[config.mk]
export PLATFORM = sky130hd
export DESIGN_NAME = line_codec
export DESIGN_NICKNAME = d
export VERILOG_FILES = /design/src/rtl/line_codec.sv
export SDC_FILE = /design/constraint.sdc
export NUM_CORES = 1
export LEC_CHECK = 0
export ABC_AREA = 1
export BUFFER_PORTS_ARGS = -buffer_cell sky130_fd_sc_hd__buf_2
export CORE_ASPECT_RATIO = 1.5
export CORE_MARGIN = 4
export CORE_UTILIZATION = 45
export DETAILED_ROUTE_END_ITERATION = 16
export GPL_ROUTABILITY_DRIVEN = 0
export RECOVER_POWER = 25
export SLEW_MARGIN = 15
export SYNTH_ARGS = -nofsm -noshare
export SYNTH_HDL_FRONTEND = slang
export SYNTH_SLANG_ARGS = --single-unit
[constraint.sdc]
create_clock -name clk -period 1.3 [get_ports clk]
set_input_delay 0.13 -clock clk [delete_from_list [all_inputs] [get_ports clk]]
set_output_delay 0.13 -clock clk [all_outputs]
set_load 0.01 [all_outputs]
[src/rtl/line_codec.sv]
module line_codec #(
  parameter int        SCR_LEN  = 17,
  parameter int        SCR_TAP  = 12,
  parameter logic [3:0] CTRL_RST = 4'b0010
) (
  input  logic       clk,
  input  logic       rst_n,
  input  logic       cfg_we,
  input  logic [3:0] cfg_wdata,
  input  logic       tx_bit,
  input  logic       tx_valid,
  output logic       tx_chip,
  output logic       tx_chip_valid,
  input  logic       rx_chip,
  input  logic       rx_chip_valid,
  output logic       rx_bit,
  output logic       rx_bit_valid,
  output logic       rx_man_err
);

  logic [3:0] ctrl;
  logic inv_en, dif_en, scr_en, man_en;
  assign inv_en = ctrl[0];
  assign dif_en = ctrl[1];
  assign scr_en = ctrl[2];
  assign man_en = ctrl[3];

  always_ff @(posedge clk) begin
    if (!rst_n) ctrl <= CTRL_RST;
    else if (cfg_we) ctrl <= cfg_wdata;
  end

  // transmit chain
  logic [SCR_LEN-1:0] tx_hist;
  logic tx_lvl, tx_pend;
  logic tx_s1, tx_s2, tx_s3;

  assign tx_s1 = tx_bit ^ inv_en;
  assign tx_s2 = scr_en ? (tx_s1 ^ tx_hist[SCR_TAP-1] ^ tx_hist[SCR_LEN-1]) : tx_s1;
  assign tx_s3 = dif_en ? (tx_lvl ^ tx_s2) : tx_s2;

  always_ff @(posedge clk) begin
    if (!rst_n) begin
      tx_hist       <= '0;
      tx_lvl        <= 1'b0;
      tx_pend       <= 1'b0;
      tx_chip       <= 1'b0;
      tx_chip_valid <= 1'b0;
    end else if (tx_valid) begin
      tx_hist       <= {tx_hist[SCR_LEN-2:0], tx_s2};
      if (dif_en) tx_lvl <= tx_s3;
      tx_chip       <= tx_s3;
      tx_chip_valid <= 1'b1;
      tx_pend       <= man_en;
    end else if (tx_pend) begin
      tx_chip       <= ~tx_chip;
      tx_chip_valid <= 1'b1;
      tx_pend       <= 1'b0;
    end else begin
      tx_chip_valid <= 1'b0;
    end
  end

  // receive chain
  logic [SCR_LEN-1:0] rx_hist;
  logic rx_prev, rx_half, rx_first;
  logic rx_c, rx_d, rx_b;
  logic rx_last;

  assign rx_last = !man_en || rx_half;
  assign rx_c = man_en ? rx_first : rx_chip;
  assign rx_d = dif_en ? (rx_c ^ rx_prev) : rx_c;
  assign rx_b = (scr_en ? (rx_d ^ rx_hist[SCR_TAP-1] ^ rx_hist[SCR_LEN-1]) : rx_d) ^ inv_en;

  always_ff @(posedge clk) begin
    if (!rst_n) begin
      rx_hist      <= '0;
      rx_prev      <= 1'b0;
      rx_half      <= 1'b0;
      rx_first     <= 1'b0;
      rx_bit       <= 1'b0;
      rx_bit_valid <= 1'b0;
      rx_man_err   <= 1'b0;
    end else if (rx_chip_valid && !rx_last) begin
      rx_first     <= rx_chip;
      rx_half      <= 1'b1;
      rx_bit_valid <= 1'b0;
      rx_man_err   <= 1'b0;
    end else if (rx_chip_valid) begin
      rx_half      <= 1'b0;
      rx_hist      <= {rx_hist[SCR_LEN-2:0], rx_d};
      if (dif_en) rx_prev <= rx_c;
      rx_bit       <= rx_b;
      rx_bit_valid <= 1'b1;
      rx_man_err   <= man_en && (rx_first == rx_chip);
    end else begin
      if (!man_en) rx_half <= 1'b0;
      rx_bit_valid <= 1'b0;
      rx_man_err   <= 1'b0;
    end
  end

  AST_CFG_LOAD: assert property (@(posedge clk) disable iff (!rst_n)
    cfg_we |=> ctrl == $past(cfg_wdata));
  AST_MAN_SECOND_HALF: assert property (@(posedge clk) disable iff (!rst_n)
    tx_pend |=> tx_chip_valid && (tx_chip == !$past(tx_chip)));
  AST_MAN_SPACING: assert property (@(posedge clk) disable iff (!rst_n)
    tx_pend |-> !tx_valid);
  AST_TX_LATENCY: assert property (@(posedge clk) disable iff (!rst_n)
    tx_valid |=> tx_chip_valid);
  AST_RX_LATENCY: assert property (@(posedge clk) disable iff (!rst_n)
    (rx_chip_valid && rx_last) |=> rx_bit_valid);
  AST_RX_QUIET: assert property (@(posedge clk) disable iff (!rst_n)
    !rx_chip_valid |=> !rx_bit_valid);
  AST_ERR_WITH_BIT: assert property (@(posedge clk) disable iff (!rst_n)
    rx_man_err |-> rx_bit_valid && $past(man_en));

endmodule

# Word level (Yosys, flattened, before mapping)
# Cells that the tools add are included.
# totals
register_bits,48
latch_bits,0
romBits,0
n_memories,0
out_inout_bits,5
ram_bits,0
elab_cells,52
# classes
muxes,13
div_mod_pow,0
n_eq_ne,2
order_cmp,0
n_bitwise,12
n_reduce_logical,12
shifts,0
addsub,0
n_mul,0
# ops
cell,n
$mux 1,13
$xor 1x1->1,8
$reduce_and 2->1,3
$not 1->1,4
$ne 3x2->1 const B,1
$reduce_and 3->1,1
$reduce_or 3->1,1
$logic_and 1x1->1,2
$logic_not 1->1,2
$reduce_bool 2->1,1
$reduce_or 2->1,1
$eq 1x1->1,1
$logic_or 1x1->1,1

# Logic depth before layout (Yosys ltp)
# Gate-level depths: netlist of run 1.
# logic_depth
word_depth,7
depth_mapped,10
ltp_nobuf,10

# Worst setup path after synthesis of run 1
# No wires, ideal clock.
# synth_timing
path_type,register -> register
start,register ctrl[3]
end,register rx_bit
arrival_ns,0.922
path_slack_ns,0.263
setup_time_ns,0.114
required_time_ns,1.186
path_stages_with_launch,9
cell_sequence,dfxtp_1 -> inv_2 -> nand2_2 -> nand2_2 -> nand2_2 -> nand2_1 -> nand3b_1 -> nand2_1 -> nor2_2
# synth_via
elab_chain_len,7
# synth_lines
item,line,source
start: declaration,21,logic [3:0] ctrl;
start signal: assignment,30,else if (cfg_we) ctrl <= cfg_wdata;
$mux 1,71,assign rx_c = man_en ? rx_first : rx_chip;
$xor 1x1->1,72,assign rx_d = dif_en ? (rx_c ^ rx_prev) : rx_c;
$mux 1,72,
$xor 1x1->1 (2 in series),73,assign rx_b = (scr_en ? (rx_d ^ rx_hist[SCR_TAP-1] ^ rx_hist[SCR_LEN-1]) : rx_d) ^ inv_en;
$mux 1,73,
$xor 1x1->1,73,
end signal: assignment,93,rx_bit <= rx_b;
end: declaration,16,"output logic rx_bit,"
# Parallel ways exist; a longest one is shown, timed or not.
# A chain may end at the register's enable or synchronous reset.

# Worst setup path in the final report of run 1
# Same ends and word-level chain as after synthesis.

==> impl_results.md, run 1 <==
* Status: finished clean
* EDFF count, synth at 0
* Required time of the critical path at 1.50 ns
* CTS resizes at 0
* Slew Limit Headroom at 79.6%
* Worst r2r src: ctrl[3]
* Final #Nets at around 270
* HP Class: in2reg
* CTS Buf Count at 5
* Commonest non-fill, non-tap cell in the layout: nor2_1
* DIE WIDTH at 60.5 um
* Worst hold start: cfg_wdata[2]
* Sequential-to-total area share from yosys stat at 51.7%
* # fillers at 401
* Reg2reg path depth at 8
* Period utilisation layout at 85.1%
* Total wire length at 3.32 mm
* Startpoint types: register
* Cell breakdown of the critical path: inv_2, nand2_2, nand2_2, nand2_2, nand2_1, nand3b_1, nand2_1, nor2_2
* Overflow after GRT at 0
* Hold Vio Cnt, Final at 0
* Crit path top cell by count: nand2_2
* Worst r2r dst: rx_bit
* Pwr dens at 1450 nW/um^2
* Reg clk slew, reported paths at 0.09 ns
* Initial DRC Count at 38
* Post-CTS Hold Buffers at 0
* Floorplan row count at 28
* Core Region at roughly 4000 um^2
* Vias at 1523
* RSZ-0062 raised after global routing: false
* Final clock skew at 0.00924 ns
* Share of cells above drive strength 1 at 16.7%
* Crit-path max cell delay at 0.42 ns
* N_diodes at 0
* TritonRoute pass-1 iters at 6
* Root buffer cell: clkbuf_8
* CTS tree: done
* Final setup vio count at 0
* Slowest cell on the critical path: dfxtp_1
* Postcts setup bufs at 0
* Worst-Margin Slew at approximately 0.3 ns
* Max-cap viol count at 0
* Final Critical Period at 1.11 ns
* Post-synth cell types at 22
* Hold EP: ctrl[2]
* Synthesized Nets at 256
* DIE AREA at around 5200 um^2
* F_max at 0.904 GHz
* Total clock sinks at 48
* R2R setup slack at 0.19 ns
* VDD IR-drop max at 1040 uV
* Antenna violations before repair at 0
* LEAKAGE at 0.965 nW
* Cell Area, Synth at 1860 um^2
* Routed length per instance at 10.7 um
* Hold path cells at 3
* Arrival time worst endpoint at 1.31 ns
* Initial Util at 47.0%
* Synthesized instance count at between 200 and 250
* Crit Path Max Fanout at 5
* Clk Latency, worst-skew pair at approximately 0.30 ns
* Most frequent cells in the layout: nor2_1, dfxtp_1, o21ai_0
* Largest net degree at the start of global routing at 22
* First-pass GRT wire length at 5.59 mm
* DRC at 0
* Avg Cell Area, Syn at about 7.6 um^2
* Ys flop type: dfxtp_1
* Final count of pins violating max slew at 0
* H-tree Lvls at 2
* Element type at the critical path end: register
* Die Ht at approximately 87 um
* Final std cells w/o fill at between 300 and 400
* Clk buf depth at 2
* Final HPWL DP at 2.38 mm
* # IOs at 16
* Synth-to-Final Area Change at 12.0%
* GR Util All Layers at around 14%
* Vias per cell at 4.93
* DP Cell Count at 301
* Setup CP Type: reg2reg
* IO buf count at 15
* Final TNS setup at 0 ns
* Vias in the first global route at 1315
* Async SR Flop Fraction at 0%
* Seq cells post-synth at 48
* Post-DRT Antenna Nets at 0
* Synth warn at 0
* Final Total Pwr at roughly 3 mW
## per-stage QoR
stage          setup WS [ns]  hold WS (ns)  instance area, um^2  utilization [%]
2_1_floorplan          0.263         0.252                 1860                -
3_3_place_gp           0.210         0.358                 1970             49.8
3_5_place_dp           0.199         0.363                 1970             49.8
4_1_cts                0.183        0.0524                 2080             52.6
5_1_grt               0.0548        0.0538                 2080             52.6
6_report               0.194        0.0557                 2080             52.6
## area by class of cell
class / count / area (um^2) / area share [%]
clock inverters: 3 / 42.5 / 2.04
clock buffers: 5 / 68.8 / 3.31
well taps: 45 / 56.3 / 2.70
repair buffers: 22 / 128 / 6.13
inverters: 22 / 82.6 / 3.97
multi-input cells: 164 / 743 / 35.7
flip-flops and latches: 48 / 961 / 46.2
## how the worst max path moves through the flow
| stage | slack (ns) | from | end | cells after the start |
|---|---|---|---|---|
| 3_3_place_gp | 0.21 | ctrl[3] | rx_bit | 8 |
| 6_report | 0.19 | ctrl[3] | rx_bit | 8 |
| 2_1_floorplan | 0.26 | ctrl[3] | rx_bit | 8 |
| 4_1_cts | 0.18 | ctrl[3] | rx_bit | 8 |
| 5_1_grt | 0.05 | ctrl[0] | tx_chip | 9 |
| 3_5_place_dp | 0.20 | ctrl[3] | rx_bit | 8 |
## critical path, delay by kind of cell (launching register included)
kind	cells	cell delay [ns]
buffers and inverters	1	0.09
and+or+nand+nor	7	0.49
DFF	1	0.42
## per-layer routing
metal	up-vias	wire length, um	track usage, %
li1	812	-	-
met1	692	1550	17.0
met2	14	1610	22.4
met3	5	88	4.02
met4	0	69	6.51
met5	-	0	0
## cell families after synthesis
logic type | count (synthesis) | share of synthesized area [%]
compound gates | 55 | 15.0
xor+xnor | 1 | 0.471
buf+inv | 33 | 8.34
flops | 48 | 51.7
simple gates | 108 | 24.5
## where the power goes
| part | total, mW | leakage (nW) | internal [mW] | switching [mW] |
|---|---|---|---|---|
| clock | 1.06 | 0.0541 | 0.569 | 0.487 |
| sequential | 1.63 | 0.396 | 1.57 | 0.0552 |
| combinational | 0.328 | 0.514 | 0.129 | 0.199 |
## state kept, by name, indices dropped and copies added, names as in the netlist
signal	count
rx_prev	1
tx_chip	1
rx_bit	1
tx_hist	17
tx_pend	1
rx_first	1
rx_man_err	1
rx_half	1
ctrl	4
tx_chip_valid	1
tx_lvl	1
rx_bit_valid	1
rx_hist	17
## synth_stat cells, types with 2 or more instances
cell type / n / area, um^2
nand2_1: 30 / 113
clkbuf_1: 5 / 18.8
buf_6: 4 / 45.0
nand3_1: 9 / 45.0
nor2_1: 59 / 221
dfxtp_1: 48 / 961
inv_2: 6 / 22.5
inv_1: 16 / 60.1
a21oi_1: 16 / 80.1
nand3_2: 2 / 20.0
o21ai_0: 34 / 170
nand2_2: 3 / 18.8
o21ai_1: 4 / 20.0
(Power assumes the default switching activity.)
==> inputs of run 2 (changes only) <==
--- a/config.mk
+++ b/config.mk
@@ -5,8 +5,9 @@
 export SDC_FILE = /design/constraint.sdc
 export NUM_CORES = 1
 export LEC_CHECK = 0
-export ABC_AREA = 1
+export ABC_AREA = 0
 export BUFFER_PORTS_ARGS = -buffer_cell sky130_fd_sc_hd__buf_2
+export CAP_MARGIN = 20
 export CORE_ASPECT_RATIO = 1.5
 export CORE_MARGIN = 4
 export CORE_UTILIZATION = 45
==> impl_results.md, run 2 <==
* Die Ht at 85.7 um
* Cell breakdown of the critical path: mux2i_2, xor2_1, nand2_1, o311ai_2
* Post-CTS Hold Buffers at 0
* Vias at 1364
* Slew Limit Headroom at 72.2%
* Reg2reg path depth at 4
* Worst r2r src: ctrl[3]
* Largest family of logic cells by synthesized area: simple AND/OR/NAND/NOR gates
* Util after Layout at 54.5%
* Total clock sinks at between 40 and 50
* Multiplexer share of the synthesized area at around an eighth
* Post-synthesis compound-gate area fraction at 8.91%
* # IOs at 16
* Vias per cell at 5.15
* Hold path cells at 3
* Period utilisation layout at 95.4%
* Startpoint types: register
* Synth warn at 0
* Element type at the critical path end: register
* GR Util All Layers at 14.5%
* Floorplan row count at 28
* Worst hold start: cfg_wdata[1]
* Post-DRT Antenna Nets at 0
* DIE WIDTH at roughly 60 um
* Clk Latency, worst-skew pair at 0.30 ns
* Post-Synth Adder-Cell Area at 0%
* Routed length per instance at 12.7 um
* Final clock skew at 0.0101 ns
* First-pass GRT wire length at 5.73 mm
* Synthesized Nets at 209
* Vias in the first global route at between 1000 and 1500
* Largest net degree at the start of global routing at 23
* IO buf count at 15
* Crit-path max cell delay at 0.35 ns
* Initial Util at between 40% and 50%
* R2R setup slack at 0.06 ns
* Cell Area, Synth at 1810 um^2
* Reg clk slew, reported paths at roughly 0.080 ns
* Total wire length at ~3.4 mm
* Overflow after GRT at 0
* Worst r2r dst: rx_bit
* Crit Path Max Fanout at 3
* Final instance area at between 2000 and 2500 um^2
* CTS Buf Count at 5
* Synth-to-Final Area Change at 18.0%
* Biggest regs: rx_hist (17), tx_hist (17), ctrl (4)
* Share of cells above drive strength 1 at 17.7%
* TritonRoute pass-1 iters at 4
* Max-cap viol count at 0
* Async SR Flop Fraction at 0%
* Top cells by area, synth: dfxtp_1, mux2i_1, nand2_1
* Status: finished clean
* Initial DRC Count at 55
* Crit path buf inv count at 0
* Root buffer cell: clkbuf_8
* Simple-gate share of the synthesized area at between 10% and 20%
* DIE AREA at 5120 um^2
* Cell taking the most area after synthesis: dfxtp_1
* Hold Vio Cnt, Final at 0
* Final HPWL DP at 2.43 mm
* DRC at 0
* HP Class: in2reg
* EDFF count, synth at 0
* N_diodes at 0
* Worst-Margin Slew at 0.418 ns
* Hold EP: ctrl[1]
* VDD IR-drop max at between 800 and 900 uV
* Final setup vio count at 0
* Final #Nets at 230
* CTS tree: done
* Clk buf depth at 2
* Post-synth cell types at 28
* Placed cell areas at 1980 um^2
* Required time of the critical path at 1.51 ns
* Most frequent cells in the layout: dfxtp_1, nand2_1, nor2_1
* Top-count cell post-synth: dfxtp_1
* Slowest cell on the critical path: dfxtp_2
* Sequential-to-total area share from yosys stat at between 50% and 60%
* Crit path max-delay family: flip-flops
* Setup CP Type: reg2reg
* Commonest non-fill, non-tap cell in the layout: dfxtp_1
* Antenna violations before repair at 0
* Seq cells post-synth at 48
* Top cell type's share of synthesized area at a little over half
* Ys flop type: dfxtp_1
* Arrival time worst endpoint at 1.45 ns
* Final Critical Period at between 1 and 1.5 ns
* F_max at 0.806 GHz
* Top post-synthesis cells by count: dfxtp_1, nand2_1, nor2_1
* Final std cells w/o fill at 265
* Synthesized instance count at approximately 200
* H-tree Lvls at 2
* LEAKAGE at 0.896 nW
* Core Region at roughly 3900 um^2
* DP Cell Count at 255
* Fraction of synthesized cell area in xor and xnor cells at 3.87%
* Final count of pins violating max slew at 0
* Pwr dens at 1350 nW/um^2
* Avg Cell Area, Syn at between 9 and 10 um^2
-- run 2: through the flow --
stage	setup WS, ns	total power [mW]	hold WS [ns]	TNS, ns
2_1_floorplan	0.0861	1.71	0.192	0
3_3_place_gp	0.0872	1.79	0.352	0
3_5_place_dp	0.0487	1.80	0.372	0
4_1_cts	0.0196	2.90	0.0596	0
5_1_grt	-0.0439	3.02	0.0723	-0.0539
6_report	0.0596	2.89	0.0625	0
-- run 2: routing by layer --
layer  track usage (%)  vias to the layer above  wire length, um
met3              3.92                        6               99
met5                 0                        -                0
li1                  -                      696                -
met2              26.2                       16             1820
met1              15.5                      646             1380
met4              5.44                        0               59
-- run 2: area by class of cell --
class / instances / area [um^2]
clock buffers: 6 / 82.6
flip-flops and latches: 48 / 962
fillers: 379 / 1790
well taps: 45 / 56.3
inverters: 2 / 7.51
repair buffers: 24 / 168
clock inverters: 2 / 38.8
multi-input cells: 138 / 822
-- run 2: cells by family (layout without fill, tap and decap cells) --
family / Yosys count / count (layout)
multiplexers: 22 / 22
buffers and inverters: 12 / 34
AO/OA/AOI/OAI: 27 / 27
AND/OR/NAND/NOR: 81 / 81
flip-flops: 48 / 48
XOR/XNOR: 8 / 8
-- run 2: report_power, final --
group | leakage, nW | internal (mW) | switching (mW)
clock | 0.0614 | 0.629 | 0.482
combinational | 0.445 | 0.116 | 0.136
sequential | 0.390 | 1.50 | 0.0247
-- run 2: worst min-delay path: cells and delay by family --
family,cells,cell delay (ns)
and+or+nand+nor,1,0.06
muxes,1,0.06
buffers and inverters,1,0.08
-- run 2: repair_timing --
action / 4_1_cts / 5_1_grt
setup buffers: 0 / 2
resized for setup: 0 / 7
endpoints found under the setup margin: 0 / 20
endpoints found under the hold margin: 0 / 0
-- run 2: worst max-delay path by stage --
stage	cells after the start	from	end	slack, ns
finish	4	ctrl[3]	rx_bit	0.06
global route	4	ctrl[0]	tx_chip	-0.04
CTS	4	ctrl[3]	rx_bit	0.02
detailed placement	4	ctrl[3]	rx_bit	0.05
global placement	4	ctrl[3]	rx_bit	0.09
floorplan	4	ctrl[3]	rx_bit	0.09
==> inputs of run 3 (changes only) <==
--- a/config.mk
+++ b/config.mk
@@ -13,6 +13,7 @@
 export CORE_UTILIZATION = 45
 export DETAILED_ROUTE_END_ITERATION = 16
 export GPL_ROUTABILITY_DRIVEN = 0
+export MAX_ROUTING_LAYER = met4
 export RECOVER_POWER = 25
 export SLEW_MARGIN = 15
 export SYNTH_ARGS = -nofsm -noshare
==> impl_results.md, run 3 (synthesized netlist as in run 2, its figures left out) <==
* Status: finished clean
* Initial Util at around 46%
* Crit Path Max Fanout at 3
* Crit path buf inv count at 0
* Commonest non-fill, non-tap cell in the layout: dfxtp_1
* Final Critical Period at 1.24 ns
* GR Util met3 at 3.92%
* Vias in the first global route at 1346
* F_max at 0.806 GHz
* # IOs at 16
* Clk Latency, worst-skew pair at 0.30 ns
* Gr busiest metal: met2
* # fillers at 379
* Pwr dens at about 1400 nW/um^2
* Grt met2 use at approximately a quarter
* Worst hold start: cfg_wdata[1]
* CTS Buf Count at 5
* Final count of pins violating max slew at 0
* LEAKAGE at 0.896 nW
* Final clock skew at 0.00994 ns
* N_diodes at 0
* Largest net degree at the start of global routing at 23
* DIE WIDTH at between 50 and 60 um
* Max-cap viol count at 0
* Initial DRC Count at 60
* Post-DRT Antenna Nets at 0
* Overflow after GRT at 0
* Hold path cells at 3
* Core Region at 3920 um^2
* Met1 usage at approximately 16%
* Arrival time worst endpoint at 1.45 ns
* R2R setup slack at 0.06 ns
* Setup CP Type: reg2reg
* Vias per cell at about 5.1
* Most frequent cells in the layout: dfxtp_1, nand2_1, nor2_1
* Element type at the critical path end: register
* Root buffer cell: clkbuf_8
* TritonRoute pass-1 iters at 4
* Antenna violations before repair at 0
* Final instance area at 2140 um^2
* Biggest regs: rx_hist (17), tx_hist (17), ctrl (4)
* HP Class: in2reg
* Required time of the critical path at 1.51 ns
* DRC at 0
* Final HPWL DP at 2.43 mm
* Reg clk slew, reported paths at 0.08 ns
* Final Total Pwr at roughly 2.9 mW
* CTS tree: done
* VDD IR-drop max at between 800 and 900 uV
* Total clock sinks at 48
* Startpoint types: register
* Reg2reg path depth at 4
* GR Util All Layers at 15.0%
* Placed cell areas at 1980 um^2
* Total wire length at between 3 and 4 mm
* IO buf count at 15
* DIE AREA at about 5100 um^2
* Routed length per instance at 12.7 um
* Crit-path max cell delay at 0.35 ns
* Vias at between 1000 and 1500
* Worst r2r dst: rx_bit
* Synth-to-Final Area Change at 18.0%
* Hold EP: ctrl[1]
* First-pass GRT wire length at 5.74 mm
* Period utilisation layout at 95.4%
* Share of cells above drive strength 1 at around 18%
* Slew Limit Headroom at 72.1%
* Cell breakdown of the critical path: mux2i_2, xor2_1, nand2_1, o311ai_2
* Final TNS setup at 0 ns
* Crit path max-delay family: flip-flops
* Worst-Margin Slew at around 0.42 ns
* Util after Layout at 54.5%
* H-tree Lvls at 2
* Final #Nets at 230
* Clk buf depth at 2
* Floorplan row count at 28
* Die Ht at 85.7 um
* Hold Vio Cnt, Final at 0
* Worst r2r src: ctrl[3]
* Final setup vio count at 0
* Slowest cell on the critical path: dfxtp_2
## run 3: cell counts in the layout (fill, tap and decap cells not counted)
Identical to the previous run, type by type.
## run 3: routing by layer
layer,vias to the layer above,wire (um)
li1,696,-
met1,640,1390
met2,14,1820
met3,6,101
met4,0,59
met5,-,0
## run 3: repair_timing
| item | in CTS | in global routing |
|---|---|---|
| resized for setup | 0 | 7 |
| setup endpoints to repair | 0 | 20 |
| hold buffers | 0 | 0 |
| buffers inserted | 0 | 2 |
| endpoints found under the hold margin | 0 | 0 |
## run 3: how the worst max path moves through the flow
stage                 start  endpoint  slack (ns)  cells past startpoint
CTS                 ctrl[3]    rx_bit        0.02                      4
finish              ctrl[3]    rx_bit        0.06                      4
detailed placement  ctrl[3]    rx_bit        0.05                      4
global route        ctrl[0]   tx_chip       -0.04                      4
global placement    ctrl[3]    rx_bit        0.09                      4
floorplan           ctrl[3]    rx_bit        0.09                      4
## run 3: area by class of cell
cell class / count / area, um^2 / area share [%]
flip-flops and latches: 48 / 962 / 45.0
multi-input cells: 138 / 822 / 38.5
repair buffers: 24 / 168 / 7.85
clock buffers: 6 / 82.6 / 3.86
well taps: 45 / 56.3 / 2.63
clock inverters: 2 / 38.8 / 1.81
inverters: 2 / 7.51 / 0.351
## run 3: report_power, final
group	total [mW]	internal, mW	switching, mW
combinational	0.252	0.116	0.136
clock	1.11	0.629	0.482
sequential	1.53	1.50	0.0247
total	2.89	2.25	0.643
## run 3: tightest hold or removal path: stages
cell	delay (ns)
buf_2	0.08
mux2i_1	0.06
nand2_1	0.06
## run 3: metrics by stage
stage	setup WS [ns]	instances	hold WS [ns]
final	0.0599	265	0.0622
after global routing	-0.0439	265	0.0723
after CTS	0.0196	263	0.0596
after detailed placement	0.0487	255	0.372
after global placement	0.0872	255	0.352
after floorplan	0.0861	198	0.192
